## src/rtl/fp_invalid_detect.sv

```systemverilog
module fp_invalid_detect #(
  parameter int EXP_W  = 11,
  parameter int FRAC_W = 52,
  parameter int OP_W   = 4
) (
  input  logic [OP_W-1:0]         op_i,
  input  logic [EXP_W+FRAC_W:0]   a_i,
  input  logic [EXP_W+FRAC_W:0]   b_i,
  input  logic [EXP_W+FRAC_W:0]   c_i,
  output logic [31:0]             flags_o
);
  localparam int W = EXP_W + FRAC_W + 1;

  localparam logic [OP_W-1:0] OP_ADD   = OP_W'(0);
  localparam logic [OP_W-1:0] OP_SUB   = OP_W'(1);
  localparam logic [OP_W-1:0] OP_MUL   = OP_W'(2);
  localparam logic [OP_W-1:0] OP_DIV   = OP_W'(3);
  localparam logic [OP_W-1:0] OP_FMA   = OP_W'(4);
  localparam logic [OP_W-1:0] OP_FMS   = OP_W'(5);
  localparam logic [OP_W-1:0] OP_NFMA  = OP_W'(6);
  localparam logic [OP_W-1:0] OP_NFMS  = OP_W'(7);
  localparam logic [OP_W-1:0] OP_SQRT  = OP_W'(8);

  localparam int BIT_SUM  = 31;
  localparam int BIT_SNAN = 24;
  localparam int BIT_ISI  = 23;
  localparam int BIT_IDI  = 22;
  localparam int BIT_ZDZ  = 21;
  localparam int BIT_IMZ  = 20;
  localparam int BIT_SQRT = 9;

  logic [W-1:0] opnd [3];
  logic [2:0]   is_nan, is_snan, is_inf, is_zero, sgn;

  assign opnd[0] = a_i;
  assign opnd[1] = b_i;
  assign opnd[2] = c_i;

  for (genvar g = 0; g < 3; g++) begin : g_cls
    logic exp_ones, frac_nz;
    assign exp_ones   = &opnd[g][W-2 -: EXP_W];
    assign frac_nz    = |opnd[g][FRAC_W-1:0];
    assign is_nan[g]  = exp_ones & frac_nz;
    assign is_snan[g] = exp_ones & frac_nz & ~opnd[g][FRAC_W-1];
    assign is_inf[g]  = exp_ones & ~frac_nz;
    assign is_zero[g] = ~|opnd[g][W-2:0];
    assign sgn[g]     = opnd[g][W-1];
  end

  typedef struct packed {
    logic [2:0] sn;
    logic       isi;
    logic       isi_same;
    logic       idi;
    logic       zdz;
    logic       imz;
    logic       sqrt;
  } en_t;

  en_t en;

  always_comb begin
    en = '0;
    unique case (op_i)
      OP_ADD:  begin en.sn = 3'b011; en.isi = 1'b1; end
      OP_SUB:  begin en.sn = 3'b011; en.isi = 1'b1; en.isi_same = 1'b1; end
      OP_MUL:  begin en.sn = 3'b011; en.imz = 1'b1; end
      OP_DIV:  begin en.sn = 3'b011; en.idi = 1'b1; en.zdz = 1'b1; end
      OP_FMA, OP_FMS, OP_NFMA, OP_NFMS:
               begin en.sn = 3'b111; en.imz = 1'b1; end
      OP_SQRT: begin en.sn = 3'b001; en.sqrt = 1'b1; end
      default: en = '0;
    endcase
  end

  logic hit_snan, hit_isi, hit_idi, hit_zdz, hit_imz, hit_sqrt;

  assign hit_snan = |(en.sn & is_snan);
  assign hit_isi  = en.isi & is_inf[0] & is_inf[1] & ((sgn[0] ^ sgn[1]) ^ en.isi_same);
  assign hit_idi  = en.idi & is_inf[0] & is_inf[1];
  assign hit_zdz  = en.zdz & is_zero[0] & is_zero[1];
  assign hit_imz  = en.imz & ((is_zero[0] & is_inf[1]) | (is_inf[0] & is_zero[1]));
  assign hit_sqrt = en.sqrt & sgn[0] & ~is_zero[0] & ~is_nan[0];

  always_comb begin
    flags_o           = '0;
    flags_o[BIT_SNAN] = hit_snan;
    flags_o[BIT_ISI]  = hit_isi;
    flags_o[BIT_IDI]  = hit_idi;
    flags_o[BIT_ZDZ]  = hit_zdz;
    flags_o[BIT_IMZ]  = hit_imz;
    flags_o[BIT_SQRT] = hit_sqrt;
    flags_o[BIT_SUM]  = hit_snan | hit_isi | hit_idi | hit_zdz | hit_imz | hit_sqrt;
  end
endmodule


```

## config.mk

```make
export PLATFORM = sky130hd
export DESIGN_NAME = fp_invalid_detect
export DESIGN_NICKNAME = d
export VERILOG_FILES = /design/src/rtl/fp_invalid_detect.sv
export SDC_FILE = /design/constraint.sdc
export NUM_CORES = 1
export LEC_CHECK = 0
export ABC_AREA = 1
export BUFFER_PORTS_ARGS = -buffer_cell sky130_fd_sc_hd__buf_2
export CAP_MARGIN = 20
export CORE_AREA = 2 2 89 91
export DETAILED_ROUTE_END_ITERATION = 6
export DIE_AREA = 0 0 91 93
export GPL_ROUTABILITY_DRIVEN = 1
export SLEW_MARGIN = 30
export SYNTH_ARGS = -nofsm -noshare
export SYNTH_HDL_FRONTEND = slang
export SYNTH_SLANG_ARGS = --single-unit
export TNS_END_PERCENT = 30
```

## constraint.sdc

```tcl
create_clock -name vclk -period 0.9
set_input_delay 0 -clock vclk [all_inputs]
set_output_delay 0 -clock vclk [all_outputs]
set_load 0.01 [all_outputs]
```

; Yosys cells after proc, flatten, opt, wreduce, memory -nomap -nowiden
; Cells that the tools add are included.
[classes]
n_eq_ne = 8
bitwise = 36
reduce_logical = 16
muxes = 6
[op_table]
columns = op, n
row1 = 52-bit OR reduction, 3
row2 = 63-bit OR reduction, 2
row3 = 11-bit AND reduction, 3
row4 = 1-bit bitwise AND, 21
row5 = 4-bit by 3-bit == test with 1-bit output (second input constant), 4
row6 = 3-bit case mux with 3 select lines, 1
row7 = 4-bit by 2-bit == test with 1-bit output (second input constant), 2
row8 = 4-bit OR reduction, 2
row9 = 1-bit inverter, 6
row10 = 1-bit OR, 6
row11 = 5-bit OR reduction, 1
row12 = 4-bit by 1-bit == test with 1-bit output (second input constant), 1
row13 = 4-bit == test (second input constant), 1
row14 = 4-bit logical NOT, 1
row15 = 1-bit 2-to-1 mux, 4
row16 = 3-bit bitwise AND, 1
row17 = 3-bit OR reduction, 1
row18 = 1-bit logical NOT, 2
row19 = 2-bit 2-to-1 mux, 1
row20 = 2-bit OR reduction, 1
row21 = 1-bit bitwise XOR, 2
[totals]
register_bits = 0
out_inout_bits = 32
inputBits = 196

; Longest topological paths before layout
; Gate-level depths: netlist of the first run.
[logic_depth]
depth_word = 11
ltp_mapped = 12
mapped_depth_nobuf = 12

; Least setup slack after synthesis of the first run
; Ideal clock, no wire load.
[synth_path]
path_kind = input to output
startpoint = input b_i[47]
endpoint = output flags_o[20]
cell_stages = 10
arrival_ps = 897
required_time_ps = 900
setup_slack_ps = 3
n_path_buf = 1
path_cell_list = nor2_1 > nand2_1 > nor2_2 > nand2_1 > nor2_2 > nand2_2 > nor2_1 > nand2_1 > a21boi_1 > buf_4
[synth_between]
elab_chain_cells = 6
word_cells_on_any_way = 9
[synth_rtl]
columns = element, line_no
row1 = from (decl), 8  ; input logic [EXP_W+FRAC_W:0] b_i,
row2 = 52-bit OR reduction, 42  ; assign frac_nz = |opnd[g][FRAC_W-1:0];
row3 = 1-bit inverter, 45  ; assign is_inf[g] = exp_ones & ~frac_nz;
row4 = 1-bit bitwise AND, 45
row5 = 1-bit bitwise AND, 82  ; assign hit_imz = en.imz & ((is_zero[0] & is_inf[1]) | (is_inf[0] & is_zero[1]));
row6 = 1-bit OR *, 82
row7 = 1-bit bitwise AND *, 82
row8 = to (decl), 10  ; output logic [31:0] flags_o
; Mark *: on every way between the ends. The rest lies on a longest branch, timed or not.

; Worst setup path after layout of the first run
[layout_path]
startpoint = input a_i[45]
endpoint = output flags_o[31]
[layout_between]
elab_chain_cells = 11
word_cells_on_any_way = 28
[layout_rtl]
columns = element, line_no
row1 = from (decl), 7  ; input logic [EXP_W+FRAC_W:0] a_i,
row2 = 52-bit OR reduction, 42
row3 = 1-bit inverter, 45
row4 = 1-bit bitwise AND, 45
row5 = 1-bit bitwise AND (3 in series), 79  ; assign hit_isi = en.isi & is_inf[0] & is_inf[1] & ((sgn[0] ^ sgn[1]) ^ en.isi_same);
row6 = 1-bit OR (4 in series), 93  ; flags_o[BIT_SUM] = hit_snan | hit_isi | hit_idi | hit_zdz | hit_imz | hit_sqrt;
row7 = 1-bit OR *, 93
; Marks and branches as above.

==> results of run 1 <==
-- cells by family (layout without fill, tap and decap cells) --
kind of cell,Yosys count,after routing
AOI/OAI and AO/OA,6,6
xor gates and xnor gates,1,1
and+or+nand+nor,244,244
buffers and inverters,49,234
other,1,25
-- report_power, final --
group	total [mW]	switching (mW)	internal [mW]
sequential	0	0	0
combinational	0.889	0.382	0.507
clock	0	0	0
total	0.889	0.382	0.507
-- cell usage after synthesis --
cell	number	area (sq um)
nor2_1	116	435
nand2_1	70	263
buf_4	31	233
inv_1	18	67.6
nand4_1	15	93.8
nor2_2	15	93.8
nand3_1	12	60.1
nor3_1	6	30.0
a21oi_1	3	15.0
and2_1	3	18.8
nand2_2	2	12.5
a21boi_1	1	7.51
and2_0	1	6.26
conb_1	1	3.75
nand3b_1	1	7.51
nor4_1	1	6.26
nor4_2	1	12.5
o211ai_1	1	7.51
o21ai_0	1	5.00
or2_2	1	6.26
xnor2_1	1	8.76
-- through the flow --
stage | setup slack, ns | std cells | instance area, sq um | util, % | total power, mW
after detailed placement | -0.376 | 610 | 2480 | 32.9 | 0.713
after CTS | -0.347 | 611 | 2520 | 33.5 | 0.724
after global routing | -0.480 | 612 | 2930 | 38.9 | 0.983
after global placement | -0.365 | 610 | 2480 | 32.9 | 0.702
after floorplan | 0.00252 | 325 | 1480 | - | 0.292
final | -0.339 | 612 | 2930 | 38.9 | 0.889
-- worst max-delay path by stage --
stage | start | to | slack [ns] | depth (start not counted)
global placement | a_i[51] | flags_o[31] | -0.37 | 11
floorplan | b_i[47] | flags_o[20] | 0.003 | 10
detailed placement | a_i[51] | flags_o[31] | -0.38 | 11
global route | b_i[57] | flags_o[31] | -0.48 | 13
finish | a_i[45] | flags_o[31] | -0.34 | 14
CTS | c_i[47] | flags_o[31] | -0.35 | 14
-- layout make-up --
| cell class | count | share of cell area, % |
|---|---|---|
| timing repair buffer | 216 | 44.1 |
| inverter | 18 | 2.31 |
| tap | 102 | 4.36 |
| multi-input combinational | 276 | 49.2 |
-- layer usage --
layer  GRT usage [%]  wire, microns  vias to the layer above  part of all wire (%)
met5               0              0                        -                     0
li1                -              -                     1308                     -
met3            1.77            602                        4                   9.5
met4           0.631             43                        0                  0.68
met1            13.2           2180                     1055                    34
met2            30.0           3550                      137                    56
-- what timing repair did --
action / 4_1_cts / 5_1_grt
endpoints found under the setup margin: 7 / 7
setup buffers: 1 / 1
endpoints found under the hold margin: 0 / 0
cloned: 0 / 0
pin swaps: 11 / 80
resized for setup: 11 / 96
-- critical path, cell delays in order --
cell     delay, ns
buf_2         0.11
nor2_4        0.08
nand2_2       0.05
nor2_2        0.13
nand2_1       0.08
nor2_2        0.11
nand2_2       0.10
nand2_1       0.09
nor2_1        0.05
nor2_1        0.10
nand2_1       0.07
nor2_2        0.07
nand2_1       0.07
buf_2         0.14
==> results.cfg, run 1 <==
[worst_setup_path]
path_class = in2out
critical_path_arrival_ns = 1.24
cp-end-kind = output port
critPathMaxFanout = 4
required_ns = 0.90
start_kind = input pin

[drt]
wirelength_microns = 6370
ant_nets = 0
first_iter_violations = 43
routed-via-count = 2504
drcViolationCount = 0
avgRoutedWirePerCell_microns = 10.4
drtPass1Iterations = 4
viasPerCell = 4.09

[finish]
multi_input_area_sq_um = 1440
fin_nets = 708
nFillCells = 842
drive_gt1_share_pct = 58.0
final_common_cell = buf_2
nFlopsAndLatches = 0
final_cell_mix = 174 x buf_2, 71 x nor2_1, 64 x nand2_1, 44 x nor2_2, 28 x buf_6
antenna_cells = 0
area_growth_syn_to_layout_pct = 110
register_area_sq_um = 0
clkbuf_count = 0

[synth]
synth-adder-area-share_pct = 0
synthXorXnorAreaFrac_pct = 0.628
synthSimpleGateAreaFrac_pct = 75.0
muxShareOfSynthArea_pct = 0
synth.avg_cell_area_sq_um = 4.63
synth_compound_area_share_pct = 2.51
synth_top_family_by_area = simple AND/OR/NAND/NOR gates
synth_cells = 301
synthesis.area_sq_um = 1390
ys_types = 21
ys_seq_area_share_pct = 0
synth_warnings = 0

[die]
die_y_microns = 93
core_area_sq_um = 7530
rows = 32
dieArea_sq_um = 8460
ioPinCount = 228
start_util_pct = 18.5
die_w_microns = 91

[power]
ir_drop_v = 0.000129
p_leak_nw = 1.48
powerDensity_nw_per_um2 = 304

[min_path]
hold_path_class = in2out
hold_path_depth = 4
worstHoldStart = op_i[0]
min_to = flags_o[22]

[grt]
grt_pass1_vias = 2389
antenna_found_initial = 0
grt_pass1_wl_microns = 9640
grt_max_degree = 8
grt_overflow = 0
grt_usage_pct = 13.4

[flow_run]
max-cap-violations = 0

[sta]
setup_slack_ns = -0.339
rsz0062_at_grt = true
hold_slack_ns = 0.390
hold_violations = 0
period_needed_ns = 1.24
finalSetupTns_ns = -1.99
fmaxAchievable_ghz = 0.807
post-route-period-util_pct = 138
slew_viol_final = 0
finalSetupViolCount = 7

[status]
violations = negative setup slack
outcome = complete, but fails checks

[placed_design]
port_buffers = 202
dp_hpwl_microns = 5570
gp_congestion = 0.778

[cts]
cts_hold_buf = 0
(Power assumes the default switching activity.)
==> run 2, diff against run 1 <==
CELL_PAD_IN_SITES_DETAIL_PLACEMENT = 1   (was default)
CELL_PAD_IN_SITES_GLOBAL_PLACEMENT = 2   (was default)
CORE_AREA = default   (was 2 2 89 91)
CORE_ASPECT_RATIO = 1.75   (was default)
CORE_MARGIN = 1.5   (was default)
CORE_UTILIZATION = 10   (was default)
DIE_AREA = default   (was 0 0 91 93)
PLACE_DENSITY_LB_ADDON = 0.1   (was default)
==> results.cfg, run 2 (synthesis results as in run 1) <==
[power]
ir_drop_v = 0.0000791
powerDensity_nw_per_um2 = 296
p_leak_nw = 1.53

[sta]
slew_viol_final = 0
finalSetupViolCount = 7
post-route-period-util_pct = 140
period_needed_ns = 1.26
setup_slack_ns = -0.360
rsz0062_at_grt = true
fmaxAchievable_ghz = 0.794
hold_violations = 0

[worst_setup_path]
critical_path_arrival_ns = 1.26
crit_path_top_delay_cell = nor2_2
path_delay_family = simple AND/OR/NAND/NOR gates
max_stage_delay_ns = 0.13
cp_num_buf_inv = 2
crit_chain = buf_6, nor2_2, nand2_1, nor2_2, nand2_1, nor2_2, nand2_2, nand2_2, nand2_2, nor2_1, nand2_1, nor2_2, nand2_1, buf_6
required_ns = 0.90
path_class = in2out
critPathMaxFanout = 4
cp-end-kind = output port
start_kind = input pin

[finish]
area_growth_syn_to_layout_pct = 127
nFillCells = 1777
clkbuf_count = 0
register_area_sq_um = 0
fin_area_sq_um = 3170
final_common_cell = buf_2
final_cell_mix = 170 x buf_2, 68 x nor2_1, 57 x nand2_1, 41 x nor2_2, 32 x buf_6
fin_nets = 720
drive_gt1_share_pct = 60.3
multi_input_area_sq_um = 1470
nFlopsAndLatches = 0

[grt]
grt_usage_pct = 10.1
grt_max_degree = 7
grt_pass1_vias = 2701
antenna_found_initial = 1
grt_overflow = 0
grt_pass1_wl_microns = 12000

[drt]
drtPass1Iterations = 4
drcViolationCount = 0
first_iter_violations = 14
routed-via-count = 2605
ant_nets = 0
viasPerCell = 3.74
wirelength_microns = 8260
avgRoutedWirePerCell_microns = 11.9

[min_path]
hold_path_class = in2out

[placed_design]
gp_congestion = 0.699
dp_slack_ns = -0.488
placed_area_sq_um = 2650
dp_hpwl_microns = 7730
port_buffers = 202

[die]
rows = 56
ioPinCount = 228
dieArea_sq_um = 14700
die_w_microns = 92.2
start_util_pct = 10.3
core_area_sq_um = 13500
die_y_microns = 159

[flow_run]
max-cap-violations = 0

[cts]
cts_hold_buf = 0

[status]
outcome = complete, but fails checks
violations = negative setup slack
## run 2: cell types whose count changed in the layout (fill, tap and decap cells not counted), sizes merged
cell / previous run / this run
buf: 216 / 228
diode: 0 / 1
## run 2: what timing repair did
| item | 4_1_cts | 5_1_grt |
|---|---|---|
| pin swaps | 7 | 79 |
| resized for setup | 16 | 107 |
| setup endpoints to repair | 7 | 7 |
| setup buffers | 1 | 3 |
## run 2: layout make-up
class | instances | area share [%]
well taps | 174 | 6.87
repair buffers | 228 | 44.4
inverters | 18 | 2.13
multi-input cells | 276 | 46.5
diodes | 1 | 0.0790
## run 2: per-layer routing
layer | wire length [microns] | GRT usage (%) | vias up | part of all wire [%]
met2 | 5180 | 23.5 | 134 | 63
met3 | 653 | 1.38 | 6 | 7.9
li1 | - | - | 1332 | -
met5 | 0 | 0 | - | 0
met1 | 2320 | 8.39 | 1133 | 28
met4 | 101 | 1.05 | 0 | 1.2
## run 2: tightest hold or removal path, stage by stage
cell      delay (ns)
buf_2           0.09
buf_4           0.09
a21oi_1         0.03
inv_1           0.07
o211ai_1        0.09
buf_2           0.15
## run 2: where the power goes
| part | switching, mW | internal [mW] |
|---|---|---|
| Combinational | 0.394 | 0.543 |
| Sequential | 0 | 0 |
| Clock | 0 | 0.000000149 |
## run 2: worst paths after layout
kind                  startpoint           to  slack, ns  cells past startpoint
worst min-delay path     a_i[51]  flags_o[24]       0.52                      6
worst max-delay path     b_i[24]  flags_o[31]      -0.36                     14
## run 2: per-stage QoR
step                      total power, mW  hold WS (ns)  TNS [ns]  cells  utilization [%]
after floorplan                     0.292         0.244         0    325                -
after global placement              0.741         0.532     -2.59    692             19.6
after detailed placement            0.753         0.530     -2.65    692             19.6
after CTS                           0.765         0.531     -2.48    693             20.0
after global routing                 1.04         0.565     -3.02    697             23.4
final                               0.937         0.524     -2.12    697             23.4
==> run 3, diff against run 2 <==
clock period = 1.4 ns   (was 0.9 ns; I/O delays follow)
==> results.cfg, run 3 (synthesis results as in run 1) <==
[status]
outcome = completed

[worst_setup_path]
start_kind = input pin
path_class = in2out
cp-end-kind = output port
critPathMaxFanout = 4
required_ns = 1.40
startpoint = b_i[27]
critical_path_arrival_ns = 1.24

[die]
rows = 56
core_area_sq_um = 13500
ioPinCount = 228
die_y_microns = 159
start_util_pct = 10.3
dieArea_sq_um = 14700
die_w_microns = 92.2

[sta]
post-route-period-util_pct = 88.9
slew_viol_final = 0
finalSetupViolCount = 0
setup_slack_ns = 0.155
hold_violations = 0
fmaxAchievable_ghz = 0.804
hold_slack_ns = 0.425
period_needed_ns = 1.24

[drt]
routed-via-count = 2466
first_iter_violations = 34
ant_nets = 0
avgRoutedWirePerCell_microns = 12.0
viasPerCell = 3.66
drtPass1Iterations = 4
wirelength_microns = 8090
drcViolationCount = 0

[power]
p_seq_share_pct = 0
clockPowerShare_pct = 0
design_power_total_mw = 0.497
ir_drop_v = 0.0000448
p_switching_mw = 0.224
p_leak_nw = 1.37
swShare_pct = 45.0
powerDensity_nw_per_um2 = 182
p_int_mw = 0.273
combPwrFrac_pct = 100.0

[finish]
final_common_cell = buf_2
fin_nets = 698
area_growth_syn_to_layout_pct = 95.6
register_area_sq_um = 0
antenna_cells = 0
drive_gt1_share_pct = 53.2
nFlopsAndLatches = 0
final_cell_mix = 191 x buf_2, 84 x nor2_1, 64 x nand2_1, 39 x nor2_2, 25 x conb_1
clkbuf_count = 0

[grt]
grt_pass1_vias = 2566
grt_max_degree = 8
grt_overflow = 0
grt_usage_pct = 10.1
grt_pass1_wl_microns = 11900
antenna_found_initial = 0

[placed_design]
port_buffers = 202
gp_congestion = 0.662
dp_slack_ns = 0.0474
dp_hpwl_microns = 7640

[flow_run]
max-cap-violations = 0

[min_path]
hold_path_class = in2out
worstHoldStart = a_i[51]

[cts]
cts_hold_buf = 0
run 3: cell types whose count changed in the layout (fill, tap and decap cells not counted), moves of 2 or more:
cell and delta:
buf_2 +21, nand3_1 +2, buf_6 -21, nor2_4 -14, nand2_1 +7, buf_4 -22, nand2_2 -7, nor2_2 -2
nand3_2 -2, nor2_1 +16
run 3: worst max-delay path: stages:
cell	delay (ns)
buf_2	0.10
nor2_1	0.09
nand2_1	0.07
nor2_2	0.12
nand2_1	0.07
nor2_2	0.11
nand2_2	0.11
nand2_2	0.10
nand2_2	0.05
nor2_2	0.07
nand2_1	0.07
nor2_2	0.09
nand2_1	0.06
buf_6	0.12
run 3: what timing repair did:
action	4_1_cts	5_1_grt
buffers inserted	0	1
endpoints found under the setup margin	0	3
resized for setup	0	61
run 3: power groups by stage:
stage / registers, mW / logic [mW] / clock network [mW]
floorplan: 0 / 0.188 / 0
global placement: 0 / 0.443 / 0
detailed placement: 0 / 0.451 / 0
CTS: 0 / 0.453 / 0
global route: 0 / 0.559 / 0
finish: 0 / 0.497 / 0
run 3: final timing paths:
| check | to | slack (ns) | cells after the start |
|---|---|---|---|
| setup / recovery | flags_o[31] | 0.16 | 14 |
| hold / removal | flags_o[24] | 0.42 | 5 |
run 3: metal layers:
metal  up-vias  share of wire, %  GRT usage [%]
met5         -                 0              0
li1       1287                 -              -
met4         0               1.1          0.629
met1      1039                29           8.48
met2       134                62           23.4
met3         6               8.4           1.58
run 3: final cells by class:
cell class | instances | area (sq um)
Fill cell | 1805 | 10800
Inverter | 18 | 67.6
Tap cell | 174 | 218
Multi-Input combinational cell | 276 | 1330
Timing Repair Buffer | 206 | 1110
run 3: metrics by stage:
step / cell area, sq um / util [%] / TNS (ns) / instances
CTS: 2500 / 18.5 / 0 / 673
global placement: 2500 / 18.5 / 0 / 673
detailed placement: 2500 / 18.5 / 0 / 673
global route: 2730 / 20.2 / -0.0138 / 674
finish: 2730 / 20.2 / 0 / 674
floorplan: 1480 / - / 0 / 325
